$ cat src/rtl/pwm10_pkg.sv
package pwm10_pkg;
    localparam int PER_W  = 8;
    localparam int FRAC_W = 2;
    localparam int DUTY_W = PER_W + FRAC_W;
    localparam int PSC_W  = 4;
    localparam int SEL_W  = 2;

    typedef struct packed {
        logic [PSC_W-1:0] cnt;
    } psc_state_t;

    typedef struct packed {
        logic [DUTY_W-1:0] tb;
    } tb_state_t;

    typedef struct packed {
        logic              armed;
        logic              out;
        logic [DUTY_W-1:0] act;
    } out_state_t;

    // terminal count (factor minus one) for a prescale select code
    function automatic logic [PSC_W-1:0] psc_limit(input logic [SEL_W-1:0] sel);
        case (sel)
            2'd0:    psc_limit = PSC_W'(0);
            2'd1:    psc_limit = PSC_W'(3);
            default: psc_limit = PSC_W'(15);
        endcase
    endfunction
endpackage

$ cat src/rtl/pwm10_prescaler.sv
module pwm10_prescaler
    import pwm10_pkg::*;
(
    input  logic             clk,
    input  logic             rst_n,
    input  logic             run,
    input  logic [SEL_W-1:0] sel,
    output logic             tick
);
    psc_state_t       st_d, st_q;
    logic [PSC_W-1:0] lim;

    always_comb begin
        st_d = st_q;
        tick = 1'b0;
        lim  = psc_limit(sel);
        if (!run) begin
            st_d.cnt = '0;
        end else if (st_q.cnt >= lim) begin
            tick     = 1'b1;
            st_d.cnt = '0;
        end else begin
            st_d.cnt = st_q.cnt + 1'b1;
        end
    end

    always_ff @(posedge clk or negedge rst_n) begin
        if (!rst_n) st_q <= '0;
        else        st_q <= st_d;
    end
endmodule

$ cat src/rtl/pwm10_timebase.sv
module pwm10_timebase
    import pwm10_pkg::*;
(
    input  logic              clk,
    input  logic              rst_n,
    input  logic              run,
    input  logic              tick,
    input  logic [PER_W-1:0]  period,
    output logic [DUTY_W-1:0] tb,
    output logic              wrap
);
    tb_state_t st_d, st_q;
    logic      at_end;

    always_comb begin
        st_d   = st_q;
        // last fractional step of the step group that equals the period setting
        at_end = ((st_q.tb[DUTY_W-1:FRAC_W] == period) && (&st_q.tb[FRAC_W-1:0]))
                 || (&st_q.tb);
        wrap   = run && tick && at_end;
        if (!run)      st_d.tb = '0;
        else if (wrap) st_d.tb = '0;
        else if (tick) st_d.tb = st_q.tb + 1'b1;
    end

    assign tb = st_q.tb;

    always_ff @(posedge clk or negedge rst_n) begin
        if (!rst_n) st_q <= '0;
        else        st_q <= st_d;
    end
endmodule

$ cat src/rtl/pwm10_outstage.sv
module pwm10_outstage
    import pwm10_pkg::*;
(
    input  logic              clk,
    input  logic              rst_n,
    input  logic              en,
    input  logic              tick,
    input  logic              wrap,
    input  logic [DUTY_W-1:0] tb,
    input  logic [DUTY_W-1:0] duty_buf,
    output logic              pwm,
    output logic              armed,
    output logic [DUTY_W-1:0] act
);
    out_state_t        st_d, st_q;
    logic [DUTY_W-1:0] tb_nxt;

    always_comb begin
        st_d   = st_q;
        tb_nxt = tb + 1'b1;
        if (!en) begin
            st_d.armed = 1'b0;
            st_d.out   = 1'b0;
        end else if (!st_q.armed) begin
            // first clock after enable: take the buffer, start period
            st_d.armed = 1'b1;
            st_d.act   = duty_buf;
            st_d.out   = (duty_buf != '0);
        end else if (wrap) begin
            st_d.act = duty_buf;
            st_d.out = (duty_buf != '0);
        end else if (tick && (tb_nxt == st_q.act)) begin
            st_d.out = 1'b0;
        end
    end

    assign pwm   = st_q.out;
    assign armed = st_q.armed;
    assign act   = st_q.act;

    always_ff @(posedge clk or negedge rst_n) begin
        if (!rst_n) st_q <= '0;
        else        st_q <= st_d;
    end
endmodule

$ cat src/rtl/pwm10_gen.sv
module pwm10_gen
    import pwm10_pkg::*;
(
    input  logic             clk,
    input  logic             rst_n,
    input  logic             en,
    input  logic [SEL_W-1:0] psc_sel,
    input  logic [PER_W-1:0] period,
    input  logic [PER_W-1:0] duty_hi,
    input  logic [FRAC_W-1:0] duty_lo,
    output logic             pwm_o
);
    logic              tick_w;
    logic              wrap_w;
    logic              armed_w;
    logic              run_w;
    logic [DUTY_W-1:0] tb_w;
    logic [DUTY_W-1:0] act_w;
    logic [DUTY_W-1:0] buf_w;

    assign buf_w = {duty_hi, duty_lo};
    assign run_w = en & armed_w;

    pwm10_prescaler u_psc (
        .clk   (clk),
        .rst_n (rst_n),
        .run   (run_w),
        .sel   (psc_sel),
        .tick  (tick_w)
    );

    pwm10_timebase u_tb (
        .clk    (clk),
        .rst_n  (rst_n),
        .run    (run_w),
        .tick   (tick_w),
        .period (period),
        .tb     (tb_w),
        .wrap   (wrap_w)
    );

    pwm10_outstage u_out (
        .clk      (clk),
        .rst_n    (rst_n),
        .en       (en),
        .tick     (tick_w),
        .wrap     (wrap_w),
        .tb       (tb_w),
        .duty_buf (buf_w),
        .pwm      (pwm_o),
        .armed    (armed_w),
        .act      (act_w)
    );
endmodule

$ cat config.mk
export PLATFORM = sky130hd
export DESIGN_NAME = pwm10_gen
export DESIGN_NICKNAME = d
export VERILOG_FILES = /design/src/rtl/pwm10_pkg.sv /design/src/rtl/pwm10_prescaler.sv /design/src/rtl/pwm10_timebase.sv /design/src/rtl/pwm10_outstage.sv /design/src/rtl/pwm10_gen.sv
export SDC_FILE = /design/constraint.sdc
export NUM_CORES = 1
export LEC_CHECK = 0
export BUFFER_PORTS_ARGS = -buffer_cell sky130_fd_sc_hd__clkbuf_2
export CORE_UTILIZATION = 64
export CTS_BUF_LIST = sky130_fd_sc_hd__clkbuf_8
export CTS_CLUSTER_DIAMETER = 50
export DETAILED_ROUTE_END_ITERATION = 7
export PLACE_DENSITY = 0.94
export SLEW_MARGIN = 20
export SYNTH_ARGS = -nofsm -noshare
export SYNTH_HDL_FRONTEND = slang
export SYNTH_SLANG_ARGS = --single-unit
$ cat constraint.sdc
create_clock -name clk -period 6.8 [get_ports clk]
set_input_delay 0.34 -clock clk [delete_from_list [all_inputs] [get_ports clk]]
set_output_delay 0.34 -clock clk [all_outputs]
set_load 0.03 [all_outputs]
==> flow_results.xml, run 1 <==
<?xml version="1.0" encoding="UTF-8"?>
<metrics>
  <group name="grt">
    <metric name="grtUsageTotal" unit="%">30.2</metric>
    <metric name="global_route_wire_length_before_repair" unit="um">5950</metric>
    <metric name="grt-ovfl-total" unit="">0</metric>
    <metric name="via_count_of_the_first_global_routing_pass" unit="">1331</metric>
    <metric name="grt_start_max_net_pins" unit="">27</metric>
    <metric name="antenna_found_initial" unit="">0</metric>
  </group>
  <group name="setup_path">
    <metric name="regToRegSetupSlack" unit="ns">4.25</metric>
    <metric name="path_class" unit="">flip-flop to flip-flop</metric>
    <metric name="worst_setup_path_end_kind" unit="">flip-flop</metric>
    <metric name="worst_r2r_path_depth" unit="">7</metric>
    <metric name="rr_startpoint" unit="">u_tb.tb[0]</metric>
    <metric name="critPathRequiredTime" unit="ns">6.97</metric>
    <metric name="regToRegEndpoint" unit="">u_out.act[7]</metric>
    <metric name="worstSetupStartpointType" unit="">flip-flop</metric>
    <metric name="worst-path-max-fanout" unit="">11</metric>
    <metric name="worstPathArrival" unit="ns">2.71</metric>
  </group>
  <group name="timing">
    <metric name="final-setup-viol-count" unit="">0</metric>
    <metric name="hold_fails_final_rpt" unit="">0</metric>
    <metric name="worst_slew_margin_rel" unit="%">54.5</metric>
    <metric name="final.min_clock_period" unit="ns">2.55</metric>
    <metric name="slew_viol_final" unit="">0</metric>
    <metric name="worst-slew-pin-transition" unit="ns">0.679</metric>
    <metric name="setup_tns" unit="ns">0</metric>
    <metric name="clock.fmax" unit="GHz">0.392</metric>
    <metric name="fin_crit_sh" unit="%">37.5</metric>
    <metric name="grt_setup_unrepaired" unit="">no</metric>
    <metric name="clock_skew" unit="ns">0.00306</metric>
  </group>
  <group name="clocking">
    <metric name="cts_sinks" unit="">26</metric>
    <metric name="cts_root_buf" unit="">clkbuf_8</metric>
    <metric name="clkSlewWorstSetupHoldPaths" unit="ns">0.08</metric>
    <metric name="insertion_delay" unit="ns">0.27</metric>
    <metric name="cts_tree" unit="">yes</metric>
    <metric name="clockBufferDepth" unit="">2</metric>
    <metric name="hold_buffers" unit="">0</metric>
    <metric name="cts.repair_timing.setup_buffer_count" unit="">0</metric>
    <metric name="post_cts.resized_instances" unit="">0</metric>
    <metric name="htree_levels" unit="">1</metric>
    <metric name="tritoncts.num_buffers" unit="">3</metric>
  </group>
  <group name="routing">
    <metric name="drt_drc_violations_left" unit="">0</metric>
    <metric name="routed_wirelength" unit="um">3630</metric>
    <metric name="detail_route.vias_per_cell" unit="">6.29</metric>
    <metric name="dr.pass1.iters" unit="">4</metric>
    <metric name="route.detailed.wl_per_inst" unit="um">17.0</metric>
    <metric name="ant_nets" unit="">0</metric>
    <metric name="dr.first_iter.drc_count" unit="">38</metric>
    <metric name="num_vias" unit="">1345</metric>
  </group>
  <group name="cells_and_area">
    <metric name="layout-drive-gt1-share" unit="%">25.5</metric>
    <metric name="area_growth_syn_to_layout" unit="%">8.28</metric>
    <metric name="antenna-diode-count" unit="">0</metric>
    <metric name="filler_cell_count_in_the_final_layout" unit="">175</metric>
    <metric name="layout.cells.non_filler" unit="">214</metric>
    <metric name="design.final.nets" unit="">215</metric>
    <metric name="utilization" unit="%">74.0</metric>
  </group>
  <group name="pwr">
    <metric name="ir_drop" unit="mV">0.178</metric>
    <metric name="finalPower" unit="uW">320</metric>
    <metric name="powerDensity" unit="nW/um^2">175</metric>
    <metric name="leakage" unit="nW">0.818</metric>
  </group>
  <group name="logic_synthesis">
    <metric name="ys_seq_area_share" unit="%">38.4</metric>
    <metric name="cell_area_synth" unit="um^2">1690</metric>
    <metric name="synth_area_leaders" unit="">dfrtp_1 (38%), xnor2_1 (9.8%), mux2_4 (8.0%)</metric>
    <metric name="synthFlopType" unit="">dfrtp_1</metric>
    <metric name="synthesis.instances" unit="">166</metric>
    <metric name="netlist.area_leader.share" unit="%">38.4</metric>
    <metric name="post-synth-top-area-cell" unit="">dfrtp_1</metric>
    <metric name="synthDistinctLibCells" unit="">46</metric>
    <metric name="ys_ff_latch" unit="">26</metric>
    <metric name="yosys_warnings" unit="">0</metric>
    <metric name="synth_fp_nets" unit="">195</metric>
    <metric name="postSynthAreaPerCell" unit="um^2">10.2</metric>
    <metric name="number_of_synthesized_flops_with_an_enable_pin" unit="">0</metric>
    <metric name="async_flop_share" unit="%">100</metric>
  </group>
  <group name="floorplanning">
    <metric name="io-pin-count" unit="">24</metric>
    <metric name="core_region_area" unit="um^2">2480</metric>
    <metric name="num_rows" unit="">18</metric>
    <metric name="dieArea" unit="um^2">2850</metric>
    <metric name="initial_core_util" unit="%">68.3</metric>
    <metric name="dieWidth" unit="um">53.4</metric>
    <metric name="dieHeight" unit="um">53.4</metric>
  </group>
  <group name="hold_path">
    <metric name="hold_path_class" unit="">primary input to asynchronous set/reset pin</metric>
  </group>
  <group name="placement">
    <metric name="gp_congestion" unit="">0.923</metric>
    <metric name="dp_cells" unit="">211</metric>
    <metric name="io_buffer_count" unit="">23</metric>
    <metric name="dp_hpwl" unit="um">2900</metric>
  </group>
  <group name="run_status">
    <metric name="run_status" unit="">finished clean</metric>
  </group>
  <group name="flow_run">
    <metric name="max-cap-violations" unit="">0</metric>
  </group>
</metrics>
-- worst max path at each step --
stage | from | to | slack [ns] | depth (start not counted)
after CTS | u_tb.tb[0] | u_out.act[7] | 4.26 | 7
after floorplan | u_tb.tb[0] | u_out.act[0] | 4.59 | 8
final | u_tb.tb[0] | u_out.act[7] | 4.25 | 7
after global placement | psc_sel[0] | u_out.act[7] | 4.35 | 8
after global routing | u_tb.tb[0] | u_out.act[7] | 4.15 | 7
after detailed placement | psc_sel[0] | u_out.act[7] | 4.23 | 8
-- flip-flops by register name, summed over array words and instances (netlist names) --
register	cells
u_out.act	10
u_out.armed	1
u_out.pwm	1
u_psc.st_q	4
u_tb.tb	10
-- report_power, final --
part	switching, mW	total, mW	internal, mW	leakage, nW
logic	0.0264	0.0578	0.0314	0.460
registers	0.0110	0.176	0.165	0.336
clock network	0.0463	0.0861	0.0398	0.0216
-- placed cells by master, fill, tap and decap left out, types with 7 or more instances in the layout --
cell,n
clkbuf_2,23
mux2_4,9
xnor2_1,19
xor2_1,7
inv_1,9
nand2_1,10
dfrtp_1,26
nor2_1,11
-- logic make-up after synthesis --
kind of cell / Yosys count / share of synthesized area (%)
AND/OR/NAND/NOR: 51 / 16.3
AO/OA/AOI/OAI: 29 / 13.0
flip-flops: 26 / 38.4
buffers and inverters: 17 / 5.17
XOR/XNOR: 26 / 13.5
multiplexers: 11 / 9.24
adder cells (fa/ha/maj): 6 / 4.43
-- layer usage --
| metal | track usage (%) | share of wire (%) | vias up |
|---|---|---|---|
| met2 | 46.9 | 47 | 61 |
| li1 | - | - | 628 |
| met1 | 37.5 | 42 | 637 |
| met4 | 19.7 | 4.0 | 0 |
| met5 | 0 | 0 | - |
| met3 | 6.03 | 7.1 | 19 |
-- Yosys cell counts (all sizes together) (4+ instances only) --
cell,count
dfrtp,26
xnor2,19
nor2,12
nand2,11
mux2,10
inv,9
nand3,7
o21ai,7
xor2,7
ha,6
nor3,5
a31oi,4
buf,4
clkbuf,4
nand4,4
-- worst max-delay path: stages (launching register included) --
cell	delay, ns
dfrtp_1	0.49
ha_1	0.35
nand3_2	0.19
or4_4	0.57
o31ai_4	0.12
nand2_4	0.10
o21ai_4	0.22
mux2_2	0.39
-- per-stage QoR --
stage / area [um^2] / hold WS [ns] / worst slack, ns
6_report: 1830 / 0.0746 / 4.25
5_1_grt: 1830 / 0.117 / 4.15
4_1_cts: 1830 / 0.0893 / 4.26
3_5_place_dp: 1790 / 0.389 / 4.23
3_3_place_gp: 1790 / 0.378 / 4.35
2_1_floorplan: 1690 / 0.0444 / 4.59
-- final cells by class --
cell class	count	area, um^2	area share, %
clock buffer	3	41.3	2.25
tap	30	37.5	2.05
inverter	9	33.8	1.84
sequential	26	651	35.5
timing repair buffer	23	115	6.28
multi-input combinational	123	955	52.1
Note: power is estimated with default switching activity, not from simulation.
==> run 2: changes to the inputs <==
- CORE_UTILIZATION: 64 -> 53
- PLACE_DENSITY: 0.94 -> 0.84
- clock period: 6.8 -> 2.31 ns (I/O delays scaled with it)
==> run 2 against run 1 <==
Compared with the run above:
- non-clock buffer count increased by 5
- critical endpoint unchanged
- sequential share of layout area decreased by 1.7 points
- routed wire length decreased by 6.0%
- register-to-register slack got worse by 4.2 ns
- worst hold slack improved by 0.0094 ns
- combinational power increased to 3.0 times the previous value
==> flow_results.xml, run 2 (synthesized netlist as in run 1, its figures left out) <==
<?xml version="1.0" encoding="UTF-8"?>
<metrics>
  <group name="placement">
    <metric name="dp_hpwl" unit="um">2640</metric>
    <metric name="gp_congestion" unit="">0.883</metric>
    <metric name="postPlaceCellArea" unit="um^2">1830</metric>
    <metric name="io_buffer_count" unit="">23</metric>
  </group>
  <group name="grt">
    <metric name="grt-ovfl-total" unit="">0</metric>
    <metric name="grt_start_max_net_pins" unit="">27</metric>
    <metric name="via_count_of_the_first_global_routing_pass" unit="">1285</metric>
    <metric name="grtUsageTotal" unit="%">22.0</metric>
    <metric name="antenna_found_initial" unit="">0</metric>
    <metric name="global_route_wire_length_before_repair" unit="um">5730</metric>
  </group>
  <group name="clocking">
    <metric name="cts_root_buf" unit="">clkbuf_8</metric>
    <metric name="clkSlewWorstSetupHoldPaths" unit="ns">0.09</metric>
    <metric name="insertion_delay" unit="ns">0.27</metric>
    <metric name="cts_tree" unit="">yes</metric>
    <metric name="cts_sinks" unit="">26</metric>
    <metric name="tritoncts.num_buffers" unit="">3</metric>
    <metric name="clockBufferDepth" unit="">2</metric>
    <metric name="htree_levels" unit="">1</metric>
  </group>
  <group name="cells_and_area">
    <metric name="filler_cell_count_in_the_final_layout" unit="">262</metric>
    <metric name="stdcell_area" unit="um^2">1920</metric>
    <metric name="mostFrequentLayoutCell" unit="">dfrtp_1</metric>
    <metric name="layout-drive-gt1-share" unit="%">28.3</metric>
    <metric name="area_growth_syn_to_layout" unit="%">13.7</metric>
    <metric name="design.final.nets" unit="">221</metric>
    <metric name="most_used_cells_in_the_layout_excluding_fill_and_tap_cells" unit="">dfrtp_1 (26), clkbuf_2 (23), xnor2_1 (19)</metric>
    <metric name="antenna-diode-count" unit="">0</metric>
    <metric name="utilization" unit="%">63.0</metric>
  </group>
  <group name="routing">
    <metric name="dr.first_iter.drc_count" unit="">58</metric>
    <metric name="dr.pass1.iters" unit="">4</metric>
    <metric name="num_vias" unit="">1286</metric>
    <metric name="ant_nets" unit="">0</metric>
    <metric name="route.detailed.wl_per_inst" unit="um">14.5</metric>
    <metric name="routed_wirelength" unit="um">3420</metric>
    <metric name="drt_drc_violations_left" unit="">0</metric>
    <metric name="detail_route.vias_per_cell" unit="">5.47</metric>
  </group>
  <group name="flow_run">
    <metric name="max-cap-violations" unit="">0</metric>
  </group>
  <group name="setup_path">
    <metric name="path_class" unit="">flip-flop to flip-flop</metric>
    <metric name="critPathRequiredTime" unit="ns">2.48</metric>
    <metric name="slowest_delay" unit="ns">0.57</metric>
    <metric name="worstPathCellList" unit="">ha_1, nand3_2, or4_4, o31ai_4, nand2_4, o21ai_4, mux2_2</metric>
    <metric name="worst_path_max_delay_cell" unit="">or4_4</metric>
    <metric name="worstPathArrival" unit="ns">2.38</metric>
    <metric name="worst_setup_path_end_kind" unit="">flip-flop</metric>
    <metric name="worst-path-max-fanout" unit="">6</metric>
    <metric name="worstSetupStartpointType" unit="">flip-flop</metric>
  </group>
  <group name="floorplanning">
    <metric name="dieArea" unit="um^2">3420</metric>
    <metric name="io-pin-count" unit="">24</metric>
    <metric name="core_region_area" unit="um^2">3050</metric>
    <metric name="dieHeight" unit="um">58.5</metric>
    <metric name="initial_core_util" unit="%">55.5</metric>
    <metric name="dieWidth" unit="um">58.5</metric>
    <metric name="num_rows" unit="">20</metric>
  </group>
  <group name="timing">
    <metric name="worst-slew-pin-transition" unit="ns">0.641</metric>
    <metric name="clock.fmax" unit="GHz">0.452</metric>
    <metric name="clock_skew" unit="ns">0.00336</metric>
    <metric name="setup_tns" unit="ns">0</metric>
    <metric name="grt_setup_unrepaired" unit="">no</metric>
    <metric name="hold_fails_final_rpt" unit="">0</metric>
    <metric name="final-setup-viol-count" unit="">0</metric>
    <metric name="worst_slew_margin_rel" unit="%">57.3</metric>
    <metric name="fin_crit_sh" unit="%">95.7</metric>
    <metric name="final.min_clock_period" unit="ns">2.21</metric>
    <metric name="slew_viol_final" unit="">0</metric>
  </group>
  <group name="pwr">
    <metric name="powerDensity" unit="nW/um^2">512</metric>
    <metric name="leakage" unit="nW">0.853</metric>
    <metric name="ir_drop" unit="mV">0.506</metric>
  </group>
  <group name="run_status">
    <metric name="run_status" unit="">finished clean</metric>
  </group>
  <group name="hold_path">
    <metric name="hold_path_class" unit="">primary input to flip-flop</metric>
  </group>
</metrics>
run 2: changes by cell type in the layout (fill, tap and decap cells not counted), sizes merged:
cell | before | now
dlygate4sd3 | 0 | 2
clkbuf | 26 | 27
o21ai | 7 | 8
buf | 0 | 3
run 2: final timing paths:
check	start	cells past startpoint	slack, ns	end
max	u_tb.tb[1]	7	0.1	u_out.act[7]
min	duty_hi[2]	2	0.08	u_out.act[4]
max reg2reg	u_tb.tb[1]	7	0.1	u_out.act[7]
min reg2reg	u_psc.st_q[0]	1	0.51	u_psc.st_q[0]
max in group asynchronous	rst_n	2	1.50	u_out.pwm
min in group asynchronous	rst_n	2	0.39	u_tb.tb[8]
run 2: where the power goes:
| part | leakage (nW) | switching [mW] | internal (mW) |
|---|---|---|---|
| logic | 0.489 | 0.0765 | 0.0956 |
| registers | 0.336 | 0.0316 | 0.486 |
| clock network | 0.0288 | 0.143 | 0.153 |
| total | 0.853 | 0.251 | 0.734 |
run 2: layout make-up:
class | count | area (um^2) | area share, %
sequential | 26 | 651 | 33.8
multi-input combinational | 124 | 972 | 50.5
timing repair buffer | 28 | 158 | 8.19
clock buffer | 4 | 55.1 | 2.86
tap | 44 | 55.1 | 2.86
inverter | 9 | 33.8 | 1.76
run 2: critical path, delay by kind of cell (launching register included):
kind,cells,cell delay [ns]
AND/OR/NAND/NOR,3,0.83
flip-flops,1,0.42
AO/OA/AOI/OAI,2,0.26
multiplexers,1,0.37
adder cells (fa/ha/maj),1,0.22
run 2: repair_timing:
item | CTS | global route
resized for setup | 1 | 2
cloned | 0 | 1
hold buffers | 2 | 0
setup buffers | 0 | 0
endpoints found under the setup margin | 1 | 2
endpoints found under the hold margin | 27 | 0
run 2: through the flow:
| stage | hold WS, ns | setup WS, ns | power (mW) | instances |
|---|---|---|---|---|
| 2_1_floorplan | -0.180 | 0.0960 | 0.637 | 166 |
| 4_1_cts | 0.0805 | 0.0324 | 0.988 | 234 |
| 6_report | 0.0841 | 0.0988 | 0.985 | 235 |
| 3_5_place_dp | 0.174 | -0.00978 | 0.694 | 228 |
| 5_1_grt | 0.0886 | 0.0212 | 1.03 | 235 |
| 3_3_place_gp | 0.151 | 0.156 | 0.684 | 228 |
run 2: per-layer routing:
| layer | track usage, % | vias up | wire, um |
|---|---|---|---|
| li1 | - | 635 | - |
| met1 | 30.0 | 596 | 1600 |
| met2 | 34.8 | 49 | 1590 |
| met3 | 3.30 | 6 | 177 |
| met4 | 10.2 | 0 | 49 |
| met5 | 0 | - | 0 |
